$ cat config.mk
export PLATFORM = sky130hd
export DESIGN_NAME = dsk_xfer_regs
export DESIGN_NICKNAME = d
export VERILOG_FILES = /design/src/rtl/dsk_xfer_regs.sv
export SDC_FILE = /design/constraint.sdc
export NUM_CORES = 1
export LEC_CHECK = 0
export BUFFER_PORTS_ARGS = -buffer_cell sky130_fd_sc_hd__buf_2
export CAP_MARGIN = 5
export CORE_UTILIZATION = 58
export DETAILED_ROUTE_END_ITERATION = 7
export GPL_TIMING_DRIVEN = 1
export HOLD_SLACK_MARGIN = 0.06
export PLACE_DENSITY = 0.95
export SETUP_SLACK_MARGIN = 0.3
export SYNTH_ARGS = -nofsm -noshare
export SYNTH_HDL_FRONTEND = slang
export SYNTH_SLANG_ARGS = --single-unit
export TNS_END_PERCENT = 1
$ cat constraint.sdc
create_clock -name clk -period 3.8 [get_ports clk]
set_clock_uncertainty 0.2 [all_clocks]
set_input_delay 0.19 -clock clk [delete_from_list [all_inputs] [get_ports clk]]
set_output_delay 0.19 -clock clk [all_outputs]
set_load 0.01 [all_outputs]
$ cat src/rtl/dsk_xfer_regs.sv
module dsk_xfer_regs #(
  parameter int SECT_W     = 8,
  parameter int SECT_SHIFT = 9
) (
  input  logic        clk,
  input  logic        rst,
  input  logic [2:0]  reg_off,
  input  logic        reg_wr,
  input  logic [15:0] reg_wdata,
  output logic [15:0] reg_rdata,
  output logic [1:0]  fdc_addr,
  output logic        fdc_wr,
  output logic [7:0]  fdc_wdata,
  input  logic [7:0]  fdc_rdata,
  input  logic        fdc_drq,
  input  logic        xfer_dec,
  input  logic        xfer_err,
  output logic        xfer_dir,
  output logic        drq_from_fdc,
  output logic        dir_reset,
  output logic [23:0] dma_addr
);
  localparam int BC_W  = SECT_W + SECT_SHIFT;
  localparam int SR_W  = SECT_W + 1;
  localparam logic [BC_W:0] ROUND = (BC_W+1)'((1 << SECT_SHIFT) - 1);

  logic [8:0]      mode;
  logic [23:0]     addr;
  logic [BC_W-1:0] bcnt;
  logic            err;

  logic sel_cnt, sel_hd;
  assign sel_cnt = mode[4];
  assign sel_hd  = mode[3];

  logic wr_mode, wr_cnt;
  assign wr_mode   = reg_wr && reg_off == 3'd3;
  assign wr_cnt    = reg_wr && reg_off == 3'd2 && sel_cnt;
  assign dir_reset = wr_mode && (reg_wdata[8] != mode[8]);

  assign fdc_addr  = mode[2:1];
  assign fdc_wdata = reg_wdata[7:0];
  assign fdc_wr    = reg_wr && reg_off == 3'd2 && !sel_cnt && !sel_hd;

  assign xfer_dir     = mode[8];
  assign drq_from_fdc = mode[7];
  assign dma_addr     = addr;

  logic [23:0] addr_c5, addr_c6;
  assign addr_c5 = addr + ((addr[15] && !reg_wdata[7]) ? 24'h010000 : 24'h0);
  assign addr_c6 = addr + ((addr[7]  && !reg_wdata[7]) ? 24'h000100 : 24'h0);

  logic [BC_W:0] bc_round;
  logic [SR_W-1:0] sect_rd;
  assign bc_round = {1'b0, bcnt} + ROUND;
  assign sect_rd  = bc_round[BC_W:SECT_SHIFT];

  always_ff @(posedge clk) begin
    if (rst) begin
      mode <= '0;
      addr <= '0;
      bcnt <= '0;
      err  <= 1'b0;
    end else begin
      if (dir_reset) err <= 1'b0;
      else if (xfer_err) err <= 1'b1;

      if (dir_reset) bcnt <= '0;
      else if (wr_cnt) bcnt <= {reg_wdata[SECT_W-1:0], {SECT_SHIFT{1'b0}}};
      else if (xfer_dec && bcnt != '0) bcnt <= bcnt - 1'b1;

      if (wr_mode) mode <= reg_wdata[8:0];

      if (reg_wr) begin
        case (reg_off)
          3'd4: addr <= {reg_wdata[7:0], addr[15:0]};
          3'd5: addr <= {addr_c5[23:16], reg_wdata[7:0], addr_c5[7:0]};
          3'd6: addr <= {addr_c6[23:8], reg_wdata[7:1], 1'b0};
          default: ;
        endcase
      end
    end
  end

  always_comb begin
    case (reg_off)
      3'd2: begin
        if (sel_cnt)     reg_rdata = {{(16-SR_W){1'b0}}, sect_rd};
        else if (sel_hd) reg_rdata = 16'hFFFF;
        else             reg_rdata = {8'hFF, fdc_rdata};
      end
      3'd3: reg_rdata = {13'h1FFF, fdc_drq, bcnt != '0, !err};
      3'd4: reg_rdata = {8'hFF, addr[23:16]};
      3'd5: reg_rdata = {8'hFF, addr[15:8]};
      3'd6: reg_rdata = {8'hFF, addr[7:0]};
      default: reg_rdata = 16'hFFFF;
    endcase
  end
endmodule

* Word-level counts from Yosys, hierarchy flattened
Index checks and enable logic that the tools add are counted.
** Storage, ports and cells
- Bits in registers :: 51
- Input bits :: 33
- Output and inout port bits :: 54
- Memory bits (writable) :: 0
- Memories kept :: 0
- ROM bits :: 0
- Bits in latches :: 0
** Cells by class
- Order comparisons :: 0
- $mul :: 0
- Add/subtract/negate cells :: 4
- Bitwise logic cells :: 1
- Shifts and indexed selects :: 0
- Eq/ne operators :: 6
- Div/mod/pow operators :: 0
- Multiplexer cells :: 8
- Reductions and logical operators :: 21
** Operators by type and width (number)
- $pmux W16 S5 :: 1
- $pmux W24 S3 :: 1
- $mux W17 :: 3
- $add A24 B17 Y24 :: 1
- $add A24 B9 Y24 :: 1
- $add A17 B9 Y18 const B :: 1
- $reduce_bool A17 Y1 :: 1
- $sub A17 B1 Y17 const B :: 1
- $mux W16 :: 1
- $eq A3 B3 Y1 const B :: 3
- $logic_and A1 B1 Y1 :: 9
- $mux W9 :: 1
- $mux W8 :: 1
- $eq A3 B2 Y1 const B :: 2
- $logic_not A1 Y1 :: 4
- $reduce_bool A2 Y1 :: 2
- $reduce_and A3 Y1 :: 1
- $reduce_bool A3 Y1 :: 1
- $reduce_or A3 Y1 :: 1
- $reduce_and A2 Y1 :: 1
- $reduce_or A2 Y1 :: 1
- $ne A1 B1 Y1 :: 1
- $not A1 Y1 :: 1

* Depth between registers and ports, before layout
Gate-level depths: netlist of the first run.
- Depth in word-level cells :: 5
- Depth in mapped cells :: 9
- Mapped depth without buffers :: 8

* Least setup slack after synthesis of the first run
Ideal clock, no wire load.
- Kind :: reg-to-output
- Start :: register bcnt[4]
- End :: output port reg_rdata[6]
- Arrival :: 1.956 ns
- Setup slack :: 1.454 ns
- Stages on the path, launching flop included :: 7
- Buffers on the path :: 1
- Cell sequence :: dfxtp_1 -> or4_4 -> clkbuf_1 -> o31ai_1 -> nor2_1 -> xnor2_1 -> o21ai_0
** Between the ends
- Longest elaborated chain between the ends :: 3
** RTL lines
- start, declared :: RTL line 29 : logic [BC_W-1:0] bcnt;
- start signal, assigned :: RTL line 69 : else if (wr_cnt) bcnt <= {reg_wdata[SECT_W-1:0], {SECT_SHIFT{1'b0}}};
- start signal, assigned :: RTL line 70 : else if (xfer_dec && bcnt != '0) bcnt <= bcnt - 1'b1;
- $add A17 B9 Y18 :: RTL line 55 : assign bc_round = {1'b0, bcnt} + ROUND;
- $mux W16 :: RTL line 88 : if (sel_cnt) reg_rdata = {{(16-SR_W){1'b0}}, sect_rd};
- $pmux W16 S5 :: RTL line 86 : case (reg_off)
- end, declared :: RTL line 10 : output logic [15:0] reg_rdata,
No other way between the ends.

* Final worst setup path of the first run
- Start :: register bcnt[10]
- End :: output port reg_rdata[1]
** Between the ends
- Longest elaborated chain between the ends :: 3
- Elaborated cells between the ends (all ways) :: 4
- Those cells by class :: add/sub: 1; mux: 2; reduce/logical: 1
** RTL lines (RTL line)
- $add A17 B9 Y18 :: 55
- $mux W16 :: 88
- $pmux W16 S5 * :: 86
Mark *: on every way between the ends. The rest lies on a longest branch, timed or not.

==> flow_summary.yaml, run 1 <==
run_status:
  outcome: "completed"
logic_synthesis:
  syn_inst: 451
  synthArstFlopShare: 0
  ys_warn_count: 0
  synth_edf_count: 0
  synth-main-ff-cell: "dfxtp_1"
  synth_area_per_cell_um2: 7.45
  synth_nets: 489
  netlist_area_mm2: 0.00336
  synth_seq_area_share: 0.280
  ys_seq_elements: 47
  ys_types: 65
grt:
  grt_usage: 0.339
  grt_max_degree: 29
  gr-total-overflow: 0
  antenna_found_initial: 0
  grt_pass1_wl_um: 16500
  grt_pass1_vias: 3365
sta:
  hold_viol_final: 0
  finalCriticalPeriod_ps: 2960
  timing.fmax_mhz: 337
  slew_viol_final: 0
  rsz0062_at_grt: "false"
  tightest_slew_ps: 866
  post-route-period-util: 0.780
  layout_setup_ws_ps: 836
  holdWs_ps: 289
  max-slew-margin-rel: 0.417
  tns_ps: 0
  finalSetupViolCount: 0
cts:
  clk_pin_slew_ps: 100
  cts-hold-fix-buffers: 13
  numCtsBuffers: 5
  cts_resized: 0
  cts_tree: "built"
  worstSkewPairLatency_ps: 310
  htree_levels: 2
  clock_sinks: 47
  cts_root_buffer: "clkbuf_8"
  postCtsSetupRepairBufs: 0
  cts_buffer_depth: 2
finish:
  final_common_cell: "buf_2"
  drive_gt1_frac: 0.193
  final_cell_mix: "78 x buf_2, 51 x nand2_1, 48 x nor2_1"
  fill_cells: 467
  fin_cells: 574
  num_antenna_cells: 0
  finalInstanceArea_mm2: 0.00381
  final_net_count: 539
  syn2layout_area_growth_pct: 13.4
route:
  drt_iter0_drc: 517
  remaining_drc_errors: 0
  drt_first_pass_iters: 6
  vias_per_cell: 6.52
  wl_per_cell_um: 17.6
  ant_nets: 0
  dr_total_vias: 3742
  finalWirelength_um: 10100
critical_path:
  cp_cell_sequence: "nor4_1 -> and3_1 -> nand2_1 -> nor2_1 -> o21ai_0 -> buf_2"
  crit_path_end_kind: "output port"
  crit_slowest_cell: "nor4_1"
  r2r_cells: 7
  criticalPathCategory: "reg2out"
  cp.arrival_ps: 2570
  cp.required_ps: 3410
  crit_path_max_incr_delay_ps: 790
  crit_path_start_kind: "register"
  worstPathMaxFanout: 9
placement:
  port_buffers: 78
  hpwl_um: 7120
  gp_congestion: 0.978
  pre_cts_slack_ps: 1200
  place_area_mm2: 0.00359
  dp.cells: 553
power_and_ir_drop:
  powerDensity_mw_per_mm2: 521
  vdd_ir_drop_max_mv: 0.382
  leakage_nw: 1.56
min_path:
  hold-path-cell-count: 2
  hp-class: "reg2reg"
floorplan:
  die_width_um: 78.1
  die_y_um: 78.1
  io_pins: 87
  core.rowCount: 27
  core_mm2: 0.00554
  dieArea_mm2: 0.00610
  start_util: 0.606
run:
  max_cap_violations: 0
==> sequential cells by signal, summed over array words and instances (netlist names) <==
signal    cells
bcnt         17
dma_addr     23
err           1
mode          6
==> power breakdown <==
part           internal [mW]  switching, mW
Combinational          0.366          0.573
Clock                  0.132          0.192
Sequential             0.577          0.144
==> through the flow <==
step	utilization	power [mW]
2_1_floorplan	-	1.48
3_3_place_gp	0.648	1.58
3_5_place_dp	0.648	1.63
4_1_cts	0.688	1.95
5_1_grt	0.688	2.10
6_report	0.688	1.98
==> Yosys cell counts (all sizes together), types with 4 or more instances <==
cell | instances | area [um2]
a21o | 5 | 37.5
a21oi | 36 | 180
a221oi | 4 | 35.0
and3 | 8 | 50.1
buf | 24 | 165
clkbuf | 25 | 93.8
dfxtp | 47 | 941
ha | 5 | 62.6
inv | 9 | 33.8
mux2i | 7 | 70.1
nand2 | 51 | 191
nand2b | 8 | 50.1
nand3 | 15 | 75.1
nand4 | 5 | 31.3
nor2 | 48 | 180
nor2b | 6 | 37.5
nor3 | 6 | 30.0
nor4 | 7 | 71.3
o211ai | 4 | 30.0
o21ai | 24 | 120
o22ai | 8 | 50.1
o2bb2ai | 7 | 61.3
o311ai | 5 | 43.8
o31ai | 7 | 52.6
or3 | 6 | 37.5
xnor2 | 11 | 96.3
xor2 | 13 | 114
==> worst max-delay path: cells and delay by family (launching register included) <==
kind / cells / cell delay, ps
AND/OR/NAND/NOR: 4 / 1620
flip-flops: 1 / 410
buffers and inverters: 1 / 140
AO/OA/AOI/OAI: 1 / 80
==> final timing paths <==
check / from / end / slack [ps]
max: bcnt[10] / reg_rdata[1] / 840
min: dma_addr[6] / dma_addr[6] / 290
max reg2reg: bcnt[0] / bcnt[14] / 1060
min reg2reg: dma_addr[6] / dma_addr[6] / 290
==> area by class of cell <==
class                   instances  area, um2  area share
clock inverters                 3       22.5     0.00591
flip-flops and latches         47        941       0.247
inverters                       9       33.8     0.00887
repair buffers                 92        528       0.139
multi-input cells             346       2130       0.558
well taps                      72       90.1      0.0236
clock buffers                   5       68.8      0.0181
==> kinds of logic after synthesis <==
family | count (synthesis) | synth area share
AND/OR/NAND/NOR | 176 | 0.263
AO/OA/AOI/OAI | 132 | 0.264
buffers and inverters | 58 | 0.0871
flip-flops | 47 | 0.280
XOR/XNOR | 24 | 0.0626
multiplexers | 8 | 0.0242
adder cells (fa/ha/maj) | 5 | 0.0186
other | 1 | 0.00112
==> per-layer routing <==
| metal | GRT usage | up-vias | wire length, um |
|---|---|---|---|
| met2 | 0.539 | 245 | 4640 |
| li1 | - | 1715 | - |
| met3 | 0.0698 | 41 | 979 |
| met5 | 0 | - | 0 |
| met1 | 0.448 | 1741 | 4170 |
| met4 | 0.137 | 0 | 299 |
(Power assumes the default switching activity.)
==> run 2: changes to the inputs <==
--- a/config.mk
+++ b/config.mk
@@ -5,13 +5,14 @@
 export SDC_FILE = /design/constraint.sdc
 export NUM_CORES = 1
 export LEC_CHECK = 0
+export ABC_AREA = 1
 export BUFFER_PORTS_ARGS = -buffer_cell sky130_fd_sc_hd__buf_2
 export CAP_MARGIN = 5
-export CORE_UTILIZATION = 58
+export CORE_UTILIZATION = 55
 export DETAILED_ROUTE_END_ITERATION = 7
 export GPL_TIMING_DRIVEN = 1
 export HOLD_SLACK_MARGIN = 0.06
-export PLACE_DENSITY = 0.95
+export PLACE_DENSITY = 0.93
 export SETUP_SLACK_MARGIN = 0.3
 export SYNTH_ARGS = -nofsm -noshare
 export SYNTH_HDL_FRONTEND = slang
==> constraint.sdc (replaced) <==
create_clock -name clk -period 2.9 [get_ports clk]
set_clock_uncertainty 0.2 [all_clocks]
set_input_delay 0.145 -clock clk [delete_from_list [all_inputs] [get_ports clk]]
set_output_delay 0.145 -clock clk [all_outputs]
set_load 0.01 [all_outputs]
==> run 2 against run 1 <==
Compared with the run above:
- critical path depth increased by 7
- die area increased by 13%
- highest routed layer unchanged
- utilization decreased by 3.3 points
- global-route usage decreased by 2.7 points
- sequential power increased by 24%
==> flow_summary.yaml, run 2 <==
grt:
  grt_pass1_wl_um: 17500
  antenna_found_initial: 0
  grt_max_degree: 21
  grt_usage: 0.313
  grt_pass1_vias: 3681
  gr-total-overflow: 0
critical_path:
  crit_path_start_kind: "input port"
  cp.arrival_ps: 2460
  criticalPathCategory: "in2reg"
  crit_path_end_kind: "register"
  cp_cell_sequence: "dlygate4sd3_1 -> buf_2 -> nor2_1 -> ha_1 -> ha_1 -> nand2_1 -> nor2_1 -> nand2_1 -> nor2_1 -> nand3_1 -> o21ai_0 -> nand2_1 -> a21oi_1"
  crit_slowest_cell: "dlygate4sd3_1"
  cp.required_ps: 2930
  r2r_cells: 12
  r2r_slack_ps: 680
  reg2reg_from: "dma_addr[7]"
  r2r_end: "dma_addr[20]"
  worstPathMaxFanout: 8
  crit_path_max_incr_delay_ps: 530
min_path:
  hold_path_end: "bcnt[16]"
  min-delay-start: "xfer_dec"
  hold-path-cell-count: 4
  hp-class: "in2reg"
finish:
  final_cell_mix: "134 x nand2_1, 78 x buf_2, 74 x nor2_1"
  area.sequential_um2: 941
  multi_input_area_mm2: 0.00217
  syn2layout_area_growth_pct: 15.0
  fill_cells: 567
  finalInstanceArea_mm2: 0.00414
  final_net_count: 694
  largest_reg_flops: 23
  drive_gt1_frac: 0.186
  num_antenna_cells: 0
  final_util: 0.655
  final_common_cell: "nand2_1"
logic_synthesis:
  synth_seq_area_share: 0.262
  netlist_area_mm2: 0.00359
  ys_seq_elements: 47
  syn_inst: 583
  ys_warn_count: 0
  synth_edf_count: 0
  yosysMostFrequentCell: "nand2_1"
  synthArstFlopShare: 0
  synth.area.top_cells: "dfxtp_1 26%, nand2_1 14%, nor2_1 7.7%, nand3_1 6.8%, o21ai_0 6.7%"
  synth-main-ff-cell: "dfxtp_1"
  synth_nets: 621
  ys_types: 45
  synth_top_cell_by_area: "dfxtp_1"
  synth_top_area_share: 0.262
  synth_area_per_cell_um2: 6.17
  synth_common_cells: "134 x nand2_1, 74 x nor2_1, 61 x inv_1, 49 x nand3_1, 48 x o21ai_0"
placement:
  port_buffers: 78
  place_area_mm2: 0.00387
  gp_congestion: 1.02
  hpwl_um: 8010
route:
  drt_first_pass_iters: 6
  wl_per_cell_um: 14.8
  drt_iter0_drc: 379
  highest_layer: "met4"
  dr_wl_met2_um: 5280
  ant_nets: 0
  finalWirelength_um: 10900
  dr_total_vias: 4194
  dr_wl_met3_um: 1070
  vias_per_cell: 5.73
  drt-met1-wl_um: 4340
  remaining_drc_errors: 0
cts:
  clock_sinks: 47
  worstSkewPairLatency_ps: 300
  cts_buffer_depth: 2
  clk_pin_slew_ps: 80
  cts_root_buffer: "clkbuf_8"
  numCtsBuffers: 5
  htree_levels: 2
  cts_resized: 0
  cts_tree: "built"
sta:
  rsz0062_at_grt: "false"
  slew_viol_final: 0
  tightest_slew_ps: 639
  tns_ps: 0
  hold_viol_final: 0
  finalSetupViolCount: 0
  max-slew-margin-rel: 0.574
  timing.fmax_mhz: 412
  post-route-period-util: 0.836
  finalCriticalPeriod_ps: 2430
power_and_ir_drop:
  leakage_nw: 1.92
  vdd_ir_drop_max_mv: 0.390
  powerDensity_mw_per_mm2: 647
run:
  max_cap_violations: 0
floorplan:
  die_y_um: 82.8
  core_mm2: 0.00631
  start_util: 0.569
  core.rowCount: 29
  io_pins: 87
  die_width_um: 82.8
  dieArea_mm2: 0.00686
run_status:
  outcome: "completed"
[run 2: cell types whose count changed after synthesis, moves of 8 or more]
| cell | previous run | this run |
|---|---|---|
| nand2_1 | 51 | 134 |
| inv_1 | 9 | 61 |
| nand3_1 | 15 | 49 |
| nor2_1 | 48 | 74 |
| o21ai_0 | 23 | 48 |
| clkbuf_1 | 25 | 3 |
| xnor2_1 | 11 | 0 |
| inv_2 | 0 | 9 |
| and3_1 | 8 | 0 |
| nand2b_1 | 8 | 0 |
| xor2_1 | 13 | 5 |
[run 2: cells by family after synthesis]
kind of cell / after synthesis / synth area share
DFF: 47 / 0.262
AOI/OAI and AO/OA: 117 / 0.180
xor gates and xnor gates: 5 / 0.0122
buffers and inverters: 103 / 0.134
other: 1 / 0.00104
and+or+nand+nor: 305 / 0.394
adders and majority gates: 5 / 0.0174
[run 2: worst max path at each step]
stage,from,to,depth (start not counted)
floorplan,dma_addr[7],dma_addr[20],12
global placement,dma_addr[7],dma_addr[20],12
detailed placement,dma_addr[7],dma_addr[20],12
CTS,reg_wdata[7],dma_addr[20],13
global route,bcnt[0],reg_rdata[7],11
finish,reg_wdata[7],dma_addr[20],13
[run 2: final cells by class]
type / instances / share of cell area
Sequential cell: 47 / 0.228
Tap cell: 77 / 0.0233
Clock buffer: 6 / 0.0175
Inverter: 72 / 0.0660
Multi-Input combinational cell: 433 / 0.525
Timing Repair Buffer: 97 / 0.140
[run 2: worst max-delay path: cells and delay by family]
kind / cells / cell delay [ps]
and+or+nand+nor: 7 / 910
adders and majority gates: 2 / 340
AOI/OAI and AO/OA: 2 / 320
buffers and inverters: 2 / 730
[run 2: repair_timing]
action / CTS / global route
buffers inserted: 0 / 0
hold endpoints to repair: 21 / 0
hold buffers: 19 / 0
[run 2: where the power goes]
| group | switching [mW] | internal (mW) | leakage, nW | total (mW) |
|---|---|---|---|---|
| registers | 0.145 | 0.748 | 0.384 | 0.893 |
| clock network | 0.211 | 0.161 | 0.0371 | 0.372 |
| logic | 0.934 | 0.477 | 1.50 | 1.41 |
| total | 1.29 | 1.39 | 1.92 | 2.68 |
[run 2: layer usage]
metal,vias to the layer above,global-route usage
met1,1902,0.408
met2,238,0.539
met5,-,0
li1,2033,-
met4,0,0.0784
met3,21,0.0477
[run 2: stage by stage]
| step | hold WS (ps) | power, mW | instances | setup WS [ps] |
|---|---|---|---|---|
| finish | 95.7 | 2.68 | 732 | 475 |
| global route | 109 | 2.90 | 732 | 317 |
| CTS | 92.0 | 2.65 | 732 | 518 |
| detailed placement | 176 | 2.27 | 707 | 731 |
| global placement | 169 | 2.22 | 707 | 852 |
| floorplan | 74.4 | 1.99 | 583 | 979 |
==> run 3: changes to the inputs <==
--- a/config.mk
+++ b/config.mk
@@ -8,11 +8,11 @@
 export ABC_AREA = 1
 export BUFFER_PORTS_ARGS = -buffer_cell sky130_fd_sc_hd__buf_2
 export CAP_MARGIN = 5
-export CORE_UTILIZATION = 55
+export CORE_UTILIZATION = 49
 export DETAILED_ROUTE_END_ITERATION = 7
 export GPL_TIMING_DRIVEN = 1
 export HOLD_SLACK_MARGIN = 0.06
-export PLACE_DENSITY = 0.93
+export PLACE_DENSITY = 0.88
 export SETUP_SLACK_MARGIN = 0.3
 export SYNTH_ARGS = -nofsm -noshare
 export SYNTH_HDL_FRONTEND = slang
==> constraint.sdc (replaced) <==
create_clock -name clk -period 2.1 [get_ports clk]
set_clock_uncertainty 0.2 [all_clocks]
set_input_delay 0.105 -clock clk [delete_from_list [all_inputs] [get_ports clk]]
set_output_delay 0.105 -clock clk [all_outputs]
set_load 0.01 [all_outputs]
==> run 3 against run 2 <==
Compared with the run above:
- combinational power up 150%
- largest power group unchanged
- sequential share of layout area fell by 3.0 points
- clock power is 97% higher
- power rose by 100%
- highest routed layer unchanged
- critical path type is now reg2reg
==> flow_summary.yaml, run 3 (same netlist as run 2, synthesis figures left out) <==
run_status:
  outcome: "completed"
cts:
  worstSkewPairLatency_ps: 320
  cts_buffer_depth: 2
  htree_levels: 2
  cts_root_buffer: "clkbuf_8"
  cts_tree: "built"
  numCtsBuffers: 5
  clk_pin_slew_ps: 100
  clock_sinks: 47
route:
  drt_iter0_drc: 669
  drt_first_pass_iters: 5
  wl_per_cell_um: 17.4
  vias_per_cell: 6.10
  remaining_drc_errors: 0
  finalWirelength_um: 13700
  ant_nets: 0
  dr_total_vias: 4779
sta:
  finalCriticalPeriod_ps: 2080
  tightest_slew_ps: 631
  post-route-period-util: 0.988
  max-slew-margin-rel: 0.579
  hold_viol_final: 0
  layout_setup_ws_ps: 24.4
  rsz0062_at_grt: "true"
  finalSetupViolCount: 0
  holdWs_ps: 101
  tns_ps: 0
  timing.fmax_mhz: 482
  slew_viol_final: 0
placement:
  hpwl_um: 8330
  pre_cts_slack_ps: 74.6
  place_area_mm2: 0.00401
  port_buffers: 78
  gp_congestion: 0.983
critical_path:
  cp.arrival_ps: 2130
  crit_path_start_kind: "register"
  crit_path_end_kind: "register"
  crit_slowest_cell: "dfxtp_2"
  crit_path_max_incr_delay_ps: 330
  cp-endpoint: "bcnt[1]"
  r2r_cells: 12
  path_depth: 12
  r2r_slack_ps: 20
  reg2reg_from: "bcnt[0]"
  crit_buf_inv: 4
  criticalPathCategory: "reg2reg"
  cp.required_ps: 2150
  cp_cell_sequence: "inv_2 -> ha_4 -> nand2_4 -> nor2_4 -> buf_6 -> nand3_4 -> buf_12 -> nand2_8 -> clkinv_8 -> nand2_1 -> nand3_1 -> a21oi_2"
  path_delay_family: "simple AND/OR/NAND/NOR gates"
  critPathLaunch: "bcnt[0]"
  r2r_end: "bcnt[1]"
  worstPathMaxFanout: 19
finish:
  fill_cells: 512
  final_net_count: 724
  finalInstanceArea_mm2: 0.00489
  area.sequential_um2: 968
  final_common_cell: "nand2_1"
  largest_reg_flops: 23
  drive_gt1_frac: 0.362
  final_cell_mix: "111 x nand2_1, 75 x buf_2, 55 x inv_1"
  multi_input_area_mm2: 0.00256
  syn2layout_area_growth_pct: 36.2
  num_antenna_cells: 0
grt:
  antenna_found_initial: 0
  grt_usage: 0.326
  grt_pass1_wl_um: 19400
  grt_pass1_vias: 4211
  grt_max_degree: 21
  gr-total-overflow: 0
floorplan:
  core_mm2: 0.00694
  die_width_um: 87.7
  die_y_um: 87.7
  dieArea_mm2: 0.00768
  start_util: 0.518
  core.rowCount: 30
  io_pins: 87
min_path:
  min-delay-start: "reg_wdata[7]"
  hold-path-cell-count: 4
  hp-class: "in2reg"
power_and_ir_drop:
  vdd_ir_drop_max_mv: 0.515
  powerDensity_mw_per_mm2: 1120
  leakage_nw: 2.20
run:
  max_cap_violations: 0
[run 3: cell type report]
class	count	share of cell area
sequential	47	0.198
clock inverter	2	0.00716
timing repair buffer	127	0.172
tap	96	0.0245
multi-input combinational	433	0.523
clock buffer	6	0.0169
inverter	72	0.0588
[run 3: worst reg2reg max path, delay by kind of cell (launching register included)]
| family | cells | cell delay, ps |
|---|---|---|
| AO/OA/AOI/OAI | 1 | 120 |
| adder cells (fa/ha/maj) | 1 | 150 |
| buffers and inverters | 4 | 510 |
| flip-flops | 1 | 330 |
| AND/OR/NAND/NOR | 6 | 700 |
[run 3: layer usage]
metal,part of all wire,vias up,global-route usage
met4,0.056,0,0.183
li1,-,2101,-
met5,0,-,0
met1,0.36,2158,0.399
met3,0.11,104,0.0575
met2,0.47,416,0.541
[run 3: report_power, final]
part / internal (mW) / switching, mW
registers: 1.06 / 0.200
clock network: 0.386 / 0.347
logic: 1.30 / 2.17
total: 2.75 / 2.72
[run 3: through the flow]
stage          utilization  total power [mW]  cells
2_1_floorplan            -              2.75    583
3_3_place_gp         0.578              3.21    741
3_5_place_dp         0.578              3.29    741
4_1_cts              0.661              4.49    783
5_1_grt              0.705              5.68    783
6_report             0.705              5.46    783
[run 3: repair_timing]
item	in CTS	in global routing
endpoints found under the hold margin	34	0
pin swaps	14	48
setup buffers	14	0
resized for setup	48	92
hold buffers	20	0
setup endpoints to repair	33	40
[run 3: worst min path at each step]
stage / endpoint / slack [ps]
CTS: dma_addr[15] / 70
floorplan: err / 30
detailed placement: err / 160
finish: dma_addr[15] / 100
global placement: err / 150
global route: dma_addr[15] / 100
